===== config.mk =====
export PLATFORM = sky130hd
export DESIGN_NAME = wpu_top
export DESIGN_NICKNAME = d
export VERILOG_FILES = /design/src/rtl/wpu_pkg.sv /design/src/rtl/wpu_wel_latch.sv /design/src/rtl/wpu_status_regs.sv /design/src/rtl/wpu_zone_decode.sv /design/src/rtl/wpu_top.sv
export SDC_FILE = /design/constraint.sdc
export NUM_CORES = 1
export LEC_CHECK = 0
export ABC_AREA = 0
export BUFFER_PORTS_ARGS = -buffer_cell sky130_fd_sc_hd__clkbuf_2
export CORE_AREA = 2 2 39 41
export DETAILED_ROUTE_END_ITERATION = 12
export DIE_AREA = 0 0 41 43
export PLACE_DENSITY = 0.58
export SETUP_SLACK_MARGIN = 0.5
export SLEW_MARGIN = 10
export SYNTH_ARGS = -nofsm -noshare
export SYNTH_HDL_FRONTEND = slang
export SYNTH_SLANG_ARGS = --single-unit

===== constraint.sdc =====
create_clock -name clk -period 1 [get_ports clk]
set_input_delay 0.15 -clock clk [delete_from_list [all_inputs] [get_ports clk]]
set_output_delay 0.15 -clock clk [all_outputs]
set_load 0.02 [all_outputs]

===== src/rtl/wpu_pkg.sv =====
package wpu_pkg;

  localparam int STAT_W     = 8;
  localparam int BIT_GUARD  = 7;
  localparam int BIT_ZONE_H = 3;
  localparam int BIT_ZONE_L = 2;
  localparam int BIT_ARM    = 1;

  typedef enum logic [1:0] {
    ZONE_NONE    = 2'b00,
    ZONE_QUARTER = 2'b01,
    ZONE_HALF    = 2'b10,
    ZONE_ALL     = 2'b11
  } zone_e;

  typedef struct packed {
    logic  guard_en;
    zone_e zone;
    logic  arm;
  } prot_state_t;

endpackage


===== src/rtl/wpu_wel_latch.sv =====
module wpu_wel_latch (
  input  logic clk,
  input  logic rst,
  input  logic set_i,
  input  logic clr_i,
  input  logic done_i,
  output logic arm_q
);

  logic clear_any;
  assign clear_any = clr_i | done_i;

  always_ff @(posedge clk) begin
    if (rst)            arm_q <= 1'b0;
    else if (clear_any) arm_q <= 1'b0;
    else if (set_i)     arm_q <= 1'b1;
  end

endmodule


===== src/rtl/wpu_status_regs.sv =====
module wpu_status_regs
  import wpu_pkg::*;
#(
  parameter logic  RST_GUARD = 1'b0,
  parameter zone_e RST_ZONE  = ZONE_NONE
) (
  input  logic  clk,
  input  logic  rst,
  input  logic  load_i,
  input  logic  guard_d,
  input  zone_e zone_d,
  output logic  guard_q,
  output zone_e zone_q
);

  always_ff @(posedge clk) begin
    if (rst) begin
      guard_q <= RST_GUARD;
      zone_q  <= RST_ZONE;
    end else if (load_i) begin
      guard_q <= guard_d;
      zone_q  <= zone_d;
    end
  end

endmodule


===== src/rtl/wpu_zone_decode.sv =====
module wpu_zone_decode
  import wpu_pkg::*;
#(
  parameter int ADDR_W = 11
) (
  input  zone_e             zone_i,
  input  logic [ADDR_W-1:0] addr_i,
  output logic              locked_o
);

  localparam int TOP = ADDR_W - 1;

  logic top_half;
  logic top_quarter;

  generate
    if (ADDR_W >= 2) begin : g_wide
      assign top_half    = addr_i[TOP];
      assign top_quarter = addr_i[TOP] & addr_i[TOP-1];
    end else begin : g_narrow
      assign top_half    = addr_i[TOP];
      assign top_quarter = addr_i[TOP];
    end
  endgenerate

  always_comb begin
    case (zone_i)
      ZONE_NONE:    locked_o = 1'b0;
      ZONE_QUARTER: locked_o = top_quarter;
      ZONE_HALF:    locked_o = top_half;
      default:      locked_o = 1'b1;
    endcase
  end

endmodule


===== src/rtl/wpu_top.sv =====
module wpu_top
  import wpu_pkg::*;
#(
  parameter int    ADDR_W    = 11,
  parameter logic  RST_GUARD = 1'b0,
  parameter zone_e RST_ZONE  = ZONE_NONE
) (
  input  logic              clk,
  input  logic              rst,
  input  logic              hw_guard_n,
  input  logic              wren_set,
  input  logic              wren_clr,
  input  logic              wr_done,
  input  logic              sr_wr_strobe,
  input  logic [7:0]        sr_wr_data,
  input  logic              write_busy,
  input  logic [ADDR_W-1:0] arr_addr,
  output logic [7:0]        status_byte,
  output logic              sr_write_ok,
  output logic              arr_write_ok
);

  logic  wel_q;
  logic  guard_q;
  zone_e zone_q;
  logic  hw_active;
  logic  sr_load;
  logic  zone_locked;
  logic  unused_data;

  assign unused_data = ^{sr_wr_data[6:4], sr_wr_data[1:0]};

  wpu_wel_latch u_wel (
    .clk    (clk),
    .rst    (rst),
    .set_i  (wren_set),
    .clr_i  (wren_clr),
    .done_i (wr_done),
    .arm_q  (wel_q)
  );

  assign hw_active   = guard_q & ~hw_guard_n;
  assign sr_write_ok = wel_q & ~hw_active;
  assign sr_load     = sr_wr_strobe & sr_write_ok;

  wpu_status_regs #(
    .RST_GUARD (RST_GUARD),
    .RST_ZONE  (RST_ZONE)
  ) u_regs (
    .clk     (clk),
    .rst     (rst),
    .load_i  (sr_load),
    .guard_d (sr_wr_data[BIT_GUARD]),
    .zone_d  (zone_e'(sr_wr_data[BIT_ZONE_H:BIT_ZONE_L])),
    .guard_q (guard_q),
    .zone_q  (zone_q)
  );

  wpu_zone_decode #(
    .ADDR_W (ADDR_W)
  ) u_zone (
    .zone_i   (zone_q),
    .addr_i   (arr_addr),
    .locked_o (zone_locked)
  );

  assign arr_write_ok = wel_q & ~zone_locked;

  always_comb begin
    if (write_busy) begin
      status_byte = '1;
    end else begin
      status_byte                        = '0;
      status_byte[BIT_GUARD]             = guard_q;
      status_byte[BIT_ZONE_H:BIT_ZONE_L] = zone_q;
      status_byte[BIT_ARM]               = wel_q;
    end
  end

endmodule


==> out/results.tsv <==
stage	metric	value	unit
floorplan	die_h	43	um
place	port_buffers	22	
worst_setup_path	cp_top_family	flip-flops	
floorplan	io_pins	37	
sta	timing.final.ws_setup	-0.124	ns
route	drt_first_pass_iters	3	
worst_setup_path	critPathMaxFanout	4	
pwr	leakage	0.000250	uW
pwr	power_density	954	nW/um2
clock_tree	cts_buffers	3	
pwr	finalPower	537	uW
route	drc_errors	0	
clock_tree	cts_tree	done	
yosys	synth_cell_types	12	
worst_setup_path	required	0.85	ns
sta	hold_viol	0	
layout	fin_util	40.7	%
worst_setup_path	cp_slowest_cell	dfxtp_2	
layout	layout.nets	83	
worst_setup_path	cp_cell_sequence	o21ai_2 > and3_4 > buf_8	
clock_tree	htree_levels	1	
yosys	synthCells	30	
sta	min_period_over_period	112	%
layout	num_antenna_cells	0	
sta	tns	-0.445	ns
global_routing	antenna_found_initial	0	
sta	finClkSkew	0.000384	ns
min_path	hp-class	in -> reg	
layout	fin_area	563	um2
yosys	ys_ff_latch	4	
clock_tree	cts_max_path_buffers	2	
sta	rsz0062_at_grt	true	
clock_tree	clk-insertion-delay-late	0.23	ns
worst_setup_path	worstPathArrival	0.97	ns
route	drt-initial-drc-count	2	
floorplan	rows	14	
worst_setup_path	cpPeakStageDelay	0.33	ns
clock_tree	cts-root-buf	clkbuf_4	
yosys	synthesis.nets	57	
sta	slew_headroom	88.6	%
yosys	avgSynthCellArea	8.68	um2
yosys	ys_warn_count	0	
global_routing	grt_pass1_vias	237	
worst_setup_path	end_kind	output port	
place	place_hpwl	461	um
yosys	synth_seq_area_share	30.8	%
worst_setup_path	setup.worst_path.class	reg -> out	
sta	worst_pin_slew	0.169	ns
floorplan	die_w	41	um
floorplan	start_util	18.8	%
global_routing	grt_pass1_wl	986	um
global_routing	grt_usage	9.04	%
clock_tree	clk_pin_slew	0.04	ns
sta	finalSetupViolCount	6	
worst_setup_path	cp-start-kind	flip-flop	
sta	hold_ws	0.0695	ns
place	place_area	365	um2
route	routed_wl	707	um
outcome	outcome	complete, but fails checks	
global_routing	grt_start_max_net_pins	9	
yosys	syn-cell-area	260	um2
clock_tree	cts.sinks	4	
layout	final_common_cell	clkbuf_2	
route	vias_per_cell	4.06	
flow_run	maxCapViolations	0	
pwr	peakVddDrop	0.521	mV
route	via_count	284	
route	ant_nets	0	
floorplan	die_area	1760	um2
layout	final_cell_mix	clkbuf_2, buf_8, nand2b_1	
place	place_congestion	0.600	
outcome	violations	setup timing	
layout	drive_gt1_share	79.6	%
sta	period_needed	1.12	ns
layout	fillers	135	
route	wire_per_inst	10.1	um
layout	synthToLayoutAreaGrowth	116	%
sta	max_freq	889	MHz
worst_setup_path	worst-path-buf-inv	1	
global_routing	globalRoute.totalOverflow	0	
sta	slew_viol_final	0	
floorplan	coreArea	1380	um2
cells by family (layout without fill, tap and decap cells):
group,count (synthesis),count (layout),synth area share (%)
buffers and inverters,5,29,15.9
and+or+nand+nor,17,17,39.9
AOI/OAI and AO/OA,1,1,1.92
muxes,3,3,11.5
DFF,4,4,30.8
Yosys cell counts, drive strengths merged:
library cell	count	area [um2]
nand2b	7	43.8
buf	5	41.3
dfxtp	4	80.1
or2	4	25.0
mux2i	3	30.0
and3	2	12.5
and2	1	7.51
nand3	1	5.00
nor2	1	3.75
nor4	1	6.26
o21ai	1	5.00
repair_timing:
item | CTS | global route
endpoints found under the setup margin | 14 | 14
hold buffers | 0 | 0
gates resized for setup | 21 | 19
buffers inserted | 0 | 4
pin swaps | 2 | 3
layout make-up:
class / count / area, um2 / share of cell area [%]
Clock buffer: 3 / 22.5 / 4.00
Multi-Input combinational cell: 21 / 173 / 30.7
Sequential cell: 4 / 87.6 / 15.6
Tap cell: 16 / 20.0 / 3.56
Timing Repair Buffer: 26 / 260 / 46.2
per-stage QoR:
stage / setup WS [ns] / cells
after floorplan: 0.141 / 30
after global placement: 0.0963 / 63
after detailed placement: 0.0862 / 63
after CTS: -0.155 / 66
after global routing: -0.192 / 70
final: -0.124 / 70
final timing paths:
kind / from / to / slack, ns / cells after the start
worst max-delay path: u_regs.zone_q[0] / arr_write_ok / -0.12 / 3
worst min-delay path: wren_clr / u_wel.arm_q / 0.07 / 2
worst max register to register: u_regs.guard_q / u_regs.zone_q[0] / 0.05 / 4
worst min register to register: u_regs.guard_q / u_regs.guard_q / 0.48 / 2
state kept, by name, indices dropped and copies added, names as in the netlist:
register        count
u_wel.arm_q         1
u_regs.guard_q      1
u_regs.zone_q       2
layer usage:
| metal | GRT usage, % | vias to the layer above | share of wire (%) |
|---|---|---|---|
| met4 | 8.00 | 0 | 0 |
| met5 | 0 | - | 0 |
| met3 | 4.71 | 0 | 11 |
| met2 | 12.2 | 20 | 50 |
| li1 | - | 143 | - |
| met1 | 9.65 | 121 | 38 |
power breakdown:
group / switching [uW] / internal, uW / total (uW)
combinational: 63.7 / 106 / 169
clock: 68.1 / 134 / 203
sequential: 3.35 / 162 / 165
(Power assumes the default switching activity.)
